`config.mk`:
```
export PLATFORM = sky130hd
export DESIGN_NAME = gpx_core
export DESIGN_NICKNAME = d
export VERILOG_FILES = /design/src/rtl/gpx_pkg.sv /design/src/rtl/gpx_edge_sync.sv /design/src/rtl/gpx_irq_stat.sv /design/src/rtl/gpx_regbank.sv /design/src/rtl/gpx_core.sv
export SDC_FILE = /design/constraint.sdc
export NUM_CORES = 1
export LEC_CHECK = 0
export BUFFER_PORTS_ARGS = -buffer_cell sky130_fd_sc_hd__clkbuf_2
export CAP_MARGIN = 25
export CORE_UTILIZATION = 35
export DETAILED_ROUTE_END_ITERATION = 12
export GPL_ROUTABILITY_DRIVEN = 0
export GPL_TIMING_DRIVEN = 1
export SETUP_SLACK_MARGIN = 0.5
export SKIP_LAST_GASP = 1
export SLEW_MARGIN = 20
export SYNTH_ARGS = -nofsm -noshare
export SYNTH_HDL_FRONTEND = slang
export SYNTH_HIERARCHICAL = 1
export SYNTH_SLANG_ARGS = --single-unit
export TNS_END_PERCENT = 30
```
`constraint.sdc`:
```
create_clock -name clk -period 2.2 [get_ports clk]
set_clock_uncertainty 0.2 [all_clocks]
set_input_delay 0.44 -clock clk [delete_from_list [all_inputs] [get_ports clk]]
set_output_delay 0.44 -clock clk [all_outputs]
set_load 0.005 [all_outputs]
```
`src/rtl/gpx_pkg.sv`:
```
package gpx_pkg;
  localparam int unsigned DW = 8;
  localparam int unsigned AW = 8;
  localparam int unsigned GPIO_N = 8;
  localparam int unsigned SW_SLOTS = 8;
  localparam int unsigned SW_N = 6;
  localparam int unsigned PO_N = 8;
  localparam int unsigned PIN_N = GPIO_N + SW_SLOTS + PO_N;

  localparam logic [AW-1:0] GPIO_BASE = 8'hE0;
  localparam logic [AW-1:0] STAT_ADDR = 8'hE8;
  localparam logic [AW-1:0] SW_BASE   = 8'hEC;
  localparam logic [AW-1:0] PO_ADDR   = 8'hF4;

  localparam int unsigned B_DRV  = 0;
  localparam int unsigned B_DIR  = 1;
  localparam int unsigned B_IN   = 2;
  localparam int unsigned B_VAL  = 3;
  localparam int unsigned B_FALL = 4;
  localparam int unsigned B_RISE = 5;

  localparam logic [DW-1:0] GPIO_WMASK = 8'hFB;
  localparam logic [DW-1:0] SW_WMASK   = 8'h39;
endpackage

```
`src/rtl/gpx_edge_sync.sv`:
```
module gpx_edge_sync #(
  parameter int unsigned N = 8,
  parameter int unsigned STAGES = 2
) (
  input  logic         clk,
  input  logic         rst_n,
  input  logic [N-1:0] din,
  output logic [N-1:0] level,
  output logic [N-1:0] rise,
  output logic [N-1:0] fall
);
  logic [STAGES-1:0][N-1:0] sh_q, sh_d;
  logic [N-1:0] prev_q;

  always_comb begin
    sh_d[0] = din;
    for (int i = 1; i < STAGES; i++) sh_d[i] = sh_q[i-1];
  end

  always_ff @(posedge clk or negedge rst_n) begin
    if (!rst_n) begin
      sh_q   <= '0;
      prev_q <= '0;
    end else begin
      sh_q   <= sh_d;
      prev_q <= sh_q[STAGES-1];
    end
  end

  assign level = sh_q[STAGES-1];
  assign rise  = level & ~prev_q;
  assign fall  = ~level & prev_q;
endmodule

```
`src/rtl/gpx_irq_stat.sv`:
```
module gpx_irq_stat #(
  parameter int unsigned N = 8
) (
  input  logic         clk,
  input  logic         rst_n,
  input  logic [N-1:0] set_vec,
  input  logic         clr,
  output logic [N-1:0] stat
);
  logic [N-1:0] stat_q, stat_d;
  logic         stat_en;

  always_comb begin
    stat_en = clr | (|set_vec);
    stat_d  = (stat_q & ~{N{clr}}) | set_vec;
  end

  always_ff @(posedge clk or negedge rst_n) begin
    if (!rst_n) stat_q <= '0;
    else if (stat_en) stat_q <= stat_d;
  end

  assign stat = stat_q;
endmodule

```
`src/rtl/gpx_regbank.sv`:
```
module gpx_regbank
  import gpx_pkg::*;
(
  input  logic                       clk,
  input  logic                       rst_n,
  input  logic                       wr_en,
  input  logic [AW-1:0]              addr,
  input  logic [DW-1:0]              wdata,
  output logic [GPIO_N-1:0][DW-1:0]  gpio_ctl,
  output logic [SW_N-1:0][DW-1:0]    sw_ctl,
  output logic [DW-1:0]              po_reg
);
  logic [GPIO_N-1:0] gpio_we;
  logic [SW_N-1:0]   sw_we;
  logic              po_we;

  for (genvar g = 0; g < GPIO_N; g++) begin : g_gpio
    logic [DW-1:0] ctl_q, ctl_d;
    assign gpio_we[g] = wr_en && (addr == GPIO_BASE + AW'(g));
    assign ctl_d = wdata & GPIO_WMASK;
    always_ff @(posedge clk or negedge rst_n) begin
      if (!rst_n) ctl_q <= '0;
      else if (gpio_we[g]) ctl_q <= ctl_d;
    end
    assign gpio_ctl[g] = ctl_q;
  end

  for (genvar k = 0; k < SW_N; k++) begin : g_sw
    logic [DW-1:0] ctl_q, ctl_d;
    assign sw_we[k] = wr_en && (addr == SW_BASE + AW'(k));
    assign ctl_d = wdata & SW_WMASK;
    always_ff @(posedge clk or negedge rst_n) begin
      if (!rst_n) ctl_q <= '0;
      else if (sw_we[k]) ctl_q <= ctl_d;
    end
    assign sw_ctl[k] = ctl_q;
  end

  logic [DW-1:0] po_q;
  assign po_we = wr_en && (addr == PO_ADDR);
  always_ff @(posedge clk or negedge rst_n) begin
    if (!rst_n) po_q <= '0;
    else if (po_we) po_q <= wdata;
  end
  assign po_reg = po_q;
endmodule

```
`src/rtl/gpx_core.sv`:
```
module gpx_core
  import gpx_pkg::*;
#(
  parameter int unsigned SYNC_STAGES = 2
) (
  input  logic             clk,
  input  logic             rst_n,
  input  logic [7:0]       bus_addr,
  input  logic [7:0]       bus_wdata,
  input  logic             bus_wr,
  input  logic             bus_rd,
  output logic [7:0]       bus_rdata,
  input  logic [7:0]       gpio_in,
  output logic [23:0]      pin_oe,
  output logic [23:0]      pin_out,
  output logic             irq
);
  localparam int unsigned SW_LO = GPIO_N;
  localparam int unsigned PO_LO = GPIO_N + SW_SLOTS;

  logic [GPIO_N-1:0][DW-1:0] gpio_ctl;
  logic [SW_N-1:0][DW-1:0]   sw_ctl;
  logic [DW-1:0]             po_reg;
  logic [GPIO_N-1:0]         in_lvl, in_rise, in_fall;
  logic [GPIO_N-1:0]         en_rise, en_fall, stat_set, stat;
  logic                      stat_clr;
  logic [DW-1:0]             rd_val, rdata_d, rdata_q;

  gpx_regbank u_regs (
    .clk(clk), .rst_n(rst_n), .wr_en(bus_wr), .addr(bus_addr),
    .wdata(bus_wdata), .gpio_ctl(gpio_ctl), .sw_ctl(sw_ctl), .po_reg(po_reg)
  );

  gpx_edge_sync #(.N(GPIO_N), .STAGES(SYNC_STAGES)) u_sync (
    .clk(clk), .rst_n(rst_n), .din(gpio_in),
    .level(in_lvl), .rise(in_rise), .fall(in_fall)
  );

  for (genvar g = 0; g < GPIO_N; g++) begin : g_pin_gp
    assign en_rise[g]  = gpio_ctl[g][B_RISE];
    assign en_fall[g]  = gpio_ctl[g][B_FALL];
    assign pin_oe[g]   = gpio_ctl[g][B_DRV] & ~gpio_ctl[g][B_DIR];
    assign pin_out[g]  = gpio_ctl[g][B_VAL];
  end

  for (genvar s = 0; s < SW_SLOTS; s++) begin : g_pin_sw
    if (s < SW_N) begin : g_live
      assign pin_oe[SW_LO+s]  = sw_ctl[s][B_DRV];
      assign pin_out[SW_LO+s] = sw_ctl[s][B_VAL];
    end else begin : g_dead
      assign pin_oe[SW_LO+s]  = 1'b0;
      assign pin_out[SW_LO+s] = 1'b0;
    end
  end

  assign pin_oe[PO_LO +: PO_N]  = '1;
  assign pin_out[PO_LO +: PO_N] = po_reg;

  assign stat_set = (in_rise & en_rise) | (in_fall & en_fall);
  assign stat_clr = bus_rd && (bus_addr == STAT_ADDR);

  gpx_irq_stat #(.N(GPIO_N)) u_stat (
    .clk(clk), .rst_n(rst_n), .set_vec(stat_set), .clr(stat_clr), .stat(stat)
  );

  assign irq = |stat;

  always_comb begin
    rd_val = '0;
    for (int g = 0; g < GPIO_N; g++) begin
      if (bus_addr == GPIO_BASE + AW'(g)) begin
        rd_val = gpio_ctl[g];
        rd_val[B_IN] = in_lvl[g];
      end
    end
    for (int k = 0; k < SW_N; k++) begin
      if (bus_addr == SW_BASE + AW'(k)) rd_val = sw_ctl[k];
    end
    if (bus_addr == STAT_ADDR) rd_val = stat;
    if (bus_addr == PO_ADDR)   rd_val = po_reg;
    rdata_d = bus_rd ? rd_val : '0;
  end

  always_ff @(posedge clk or negedge rst_n) begin
    if (!rst_n) rdata_q <= '0;
    else rdata_q <= rdata_d;
  end

  assign bus_rdata = rdata_q;
endmodule

```
# Word level (Yosys, flattened, before mapping)
# Cells that the tools add are included.
[word_totals]
output_inout_bits = 57
reg_bits = 128
[classes]
bitwise_logic = 27
n_eq_ne = 16
n_reduce_logical = 18
muxes = 17
[ops]
columns = ["operator", "n"]
rows = [
  ["2-to-1 mux 8 bit", 17],
  ["== test 8 bit (second input constant)", 16],
  ["bitwise AND 8 bit", 5],
  ["inverter 8 bit", 3],
  ["logical AND 1 bit", 16],
  ["bitwise OR 8 bit", 2],
  ["OR reduction 8 bit", 2],
  ["bitwise AND 1 bit", 8],
  ["inverter 1 bit", 8],
  ["bitwise OR 1 bit", 1],
]

# Depth between registers and ports, before layout
[depth]
word_depth = 18
ltp_mapped = 8
mapped_depth_nobuf = 5

# By module
# The synthesis kept the hierarchy.
[by_module_without_submodules]
columns = ["mod", "seq_area_each_um2", "instances", "cells_each", "area_each_um2"]
rows = [
  ["gpx_regbank", 2202.1, 1, 242, 3671.0],
  ["gpx_core", 200.2, 1, 236, 1859.3],
  ["gpx_edge_sync", 600.6, 1, 40, 740.7],
  ["gpx_irq_stat", 200.2, 1, 17, 264.0],
]

# Worst setup path after synthesis
# Ideal clock, no wire load.
[synth_timing]
kind = "input to register"
startpoint = "in bus_addr[0]"
endpoint = "reg rdata_q[4] (netlist: bus_rdata[4])"
path_stages = 5
arrival_time_ps = 1772
required_ps = 1870
setup_slack_ps = 98
path_cell_list = "mux4_2 > nor3b_1 > a311o_1 > a2111oi_1 > o21ai_1"
[synth_via]
elab_chain_len = 18
elab_cells_between_ends = 33
[synth_lines]
columns = ["element", "line_no", "rtl"]
rows = [
  ["from (decl)", "gpx_core.sv:8", "input logic [7:0] bus_addr,"],
  ["== test 8 bit", "gpx_core.sv:71", "if (bus_addr == GPIO_BASE + AW'(g)) begin"],
  ["2-to-1 mux 8 bit (8 in a row)", "gpx_core.sv:71", ""],
  ["2-to-1 mux 8 bit (6 in a row)", "gpx_core.sv:77", "if (bus_addr == SW_BASE + AW'(k)) rd_val = sw_ctl[k];"],
  ["2-to-1 mux 8 bit", "gpx_core.sv:79", "if (bus_addr == STAT_ADDR) rd_val = stat;"],
  ["2-to-1 mux 8 bit (*)", "gpx_core.sv:80", "if (bus_addr == PO_ADDR) rd_val = po_reg;"],
  ["2-to-1 mux 8 bit (*)", "gpx_core.sv:81", "rdata_d = bus_rd ? rd_val : '0;"],
  ["via rdata_d[4]", "gpx_core.sv:27", "logic [DW-1:0] rd_val, rdata_d, rdata_q;"],
  ["to (signal assigned)", "gpx_core.sv:86", "else rdata_q <= rdata_d;"],
  ["to (decl)", "gpx_core.sv:27", ""],
]
# Mark *: on every way through the listed nets, which the timed path passes. The rest lies on a longest branch.
# A chain may end at the register's enable or synchronous reset.

# Worst setup path after layout
[layout_timing]
startpoint = "reg u_regs.g_sw[3].ctl_q[4]"
endpoint = "reg rdata_q[4] (netlist: bus_rdata[4])"
[layout_via]
elab_chain_len = 6
[layout_lines]
columns = ["element", "line_no", "rtl"]
rows = [
  ["from (decl)", "gpx_regbank.sv:29", "logic [DW-1:0] ctl_q, ctl_d;"],
  ["from (signal assigned)", "gpx_regbank.sv:34", "else if (sw_we[k]) ctl_q <= ctl_d;"],
  ["2-to-1 mux 8 bit (3 in a row)", "gpx_core.sv:77", ""],
  ["2-to-1 mux 8 bit", "gpx_core.sv:79", ""],
  ["2-to-1 mux 8 bit", "gpx_core.sv:80", ""],
  ["2-to-1 mux 8 bit", "gpx_core.sv:81", ""],
  ["via rdata_d[4]", "gpx_core.sv:27", ""],
]
# The timed path passes the listed nets, and every way through them passes these cells.

==> impl_metrics.toml <==
[floorplan]
core_area_um2 = 18000
initial_core_util_pct = 35.9
die_x_um = 138
die_area_um2 = 19000
ioPinCount = 85
die_h_um = 138
rows = 49

[global_routing]
grt_max_degree = 40
grt_pass1_wl_um = 28900
grt_usage_pct = 19.8
grt_pass1_vias = 5084
antenna_found_initial = 0
grt-ovfl-total = 0

[clock_network]
htreeDepth = 4
path_clk_slew_ns = 0.06
cts_root_buf = "clkbuf_16"
worstSkewPairLatency_ns = 0.43
cts_buffers = 17
cts.sinks = 128
clockBufferDepth = 2
tritoncts = "done"

[route]
drc = 0
top_layer = "met4"
wl_met3_um = 857
drtAntennaViolNets = 0
met1_length_um = 8380
route.met2.wl_um = 8890
drt-total-wl_um = 18600
via_per_inst = 5.36
via_count = 5021
wl_per_cell_um = 19.9
first_pass_iters = 5
drt_iter0_markers = 325

[timing]
totalNegativeSetupSlack_ns = 0
period_share_pct = 94.2
fmax_ghz = 0.483
finalCriticalPeriod_ns = 2.07
hold_viol = 0
relSlewSlack_pct = 61.0
rsz0062_at_grt = "true"
setup_slack_ns = 0.129
holdWs_ns = 0.0455
worst_slew_pin_slew_ns = 0.586
finalSetupViolCount = 0
slew_viol_final = 0

[final_layout]
diodes = 0
top_regs = "u_regs/g_gpio.ctl_q: 56 flops, u_regs/g_sw.ctl_q: 24 flops"
drive_gt1_share_pct = 49.6
area_growth_pct = 33.1
final_area_um2 = 8620
nets = 722
largest_reg_flops = 56
fillers = 1656
fin_util_pct = 47.8
top_register = "u_regs/g_gpio.ctl_q"

[pwr]
sw_frac_of_total_pct = 25.9
seqPwrFrac_pct = 42.4
power.switching_mw = 1.62
ir_drop_v = 0.000523
pwr_density_cell_nw_per_um2 = 725
p_comb_share_pct = 12.3
clkPwrFrac_pct = 45.3
leakage_nw = 4.17
internal_power_mw = 4.63

[min_path]
hold_start = "bus_wdata[2]"
holdCritPathClass = "in2reg"
hold_depth = 2
hold_end = "u_regs/po_reg[2]"

[synth]
avgSynthCellArea_um2 = 12.3
synth.cell_area_um2 = 6470
netlist_instances = 527
synth_warnings = 6

[critical_path]
r2r_setup_slack_ns = 0.13
cp.arrival_ns = 2.18
crit_required_ns = 2.31
r2r_end = "bus_rdata[4]"
reg2reg_depth = 5
path_max_fanout = 2
endpoint_kind = "flip-flop"
r2r_start = "u_regs/g_sw[3].ctl_q[4]"
cp-start-kind = "flip-flop"
path_class = "reg2reg"

[place]
portBuffers = 72
pre_cts_slack_ns = -0.177
dp_hpwl_um = 13200
dpl_cell_area_um2 = 7520

[status]
status = "finished, final reports clean"

[flow_run]
max-cap-violations = 0
through the flow:
step,power (mW),cells
finish,6.25,936
global route,6.49,936
detailed placement,3.31,873
floorplan,3.03,560
global placement,3.29,873
CTS,6.24,923
final cells by class:
cell class / count / area [um^2] / area share, %
sequential: 128 / 3200 / 37.2
inverter: 10 / 37.5 / 0.435
multi-input combinational: 362 / 3140 / 36.4
clock inverter: 14 / 158 / 1.83
timing repair buffer: 175 / 1360 / 15.7
clock buffer: 18 / 439 / 5.10
tap: 229 / 287 / 3.32
placed cells by master (no fill, tap or decap), types with 4 or more instances in the layout:
cell type      instances
dfrtp_1              128
mux2_2                93
buf_4                 77
clkbuf_2              69
conb_1                36
clkbuf_16             18
nand2_1               17
and2b_2               16
o21ai_0               14
nand3_1               13
nor2b_1               13
mux4_2                12
nor2_1                11
a22o_1                10
buf_12                10
nand4_1                9
a21o_1                 9
dlygate4sd3_1          9
inv_1                  8
o22ai_1                7
mux2i_1                6
buf_6                  6
clkinv_4               5
nand2b_1               4
and3_1                 4
o21ai_1                4
nor4_2                 4
routing by layer:
metal	track usage, %	up-vias
met4	8.68	0
met3	4.05	32
met2	30.9	177
met1	26.6	2575
li1	-	2237
met5	0	-
critical path: stages (launching register included):
cell and delay (ns):
dfrtp_1 0.40, mux4_2 0.50, nor3b_1 0.16, a311o_1 0.36, a2111oi_4 0.23, o21ai_1 0.10
how the worst max path moves through the flow:
stage	from	endpoint	slack [ns]	cells after the start
after floorplan	bus_addr[0]	bus_rdata[4]	0.21	5
after global placement	bus_addr[0]	bus_rdata[4]	-0.16	6
after detailed placement	bus_addr[0]	bus_rdata[2]	-0.18	8
after CTS	u_regs/g_sw[3].ctl_q[4]	bus_rdata[4]	0.15	5
after global routing	u_regs/g_sw[3].ctl_q[4]	bus_rdata[4]	0.10	5
final	u_regs/g_sw[3].ctl_q[4]	bus_rdata[4]	0.13	5
power groups by stage:
stage	combinational (mW)	sequential (mW)	clock, mW
floorplan	0.388	2.64	0
global placement	0.590	2.70	0
detailed placement	0.602	2.70	0
CTS	0.718	2.64	2.88
global route	0.828	2.67	2.99
finish	0.771	2.65	2.83
what timing repair did:
action | 4_1_cts | 5_1_grt
endpoints found under the setup margin | 53 | 86
hold endpoints to repair | 43 | 0
hold buffers | 9 | 0
pin swaps | 7 | 11
gates resized for setup | 20 | 25
setup buffers | 8 | 12
gates cloned | 1 | 1
Note: power is estimated with default switching activity, not from simulation.
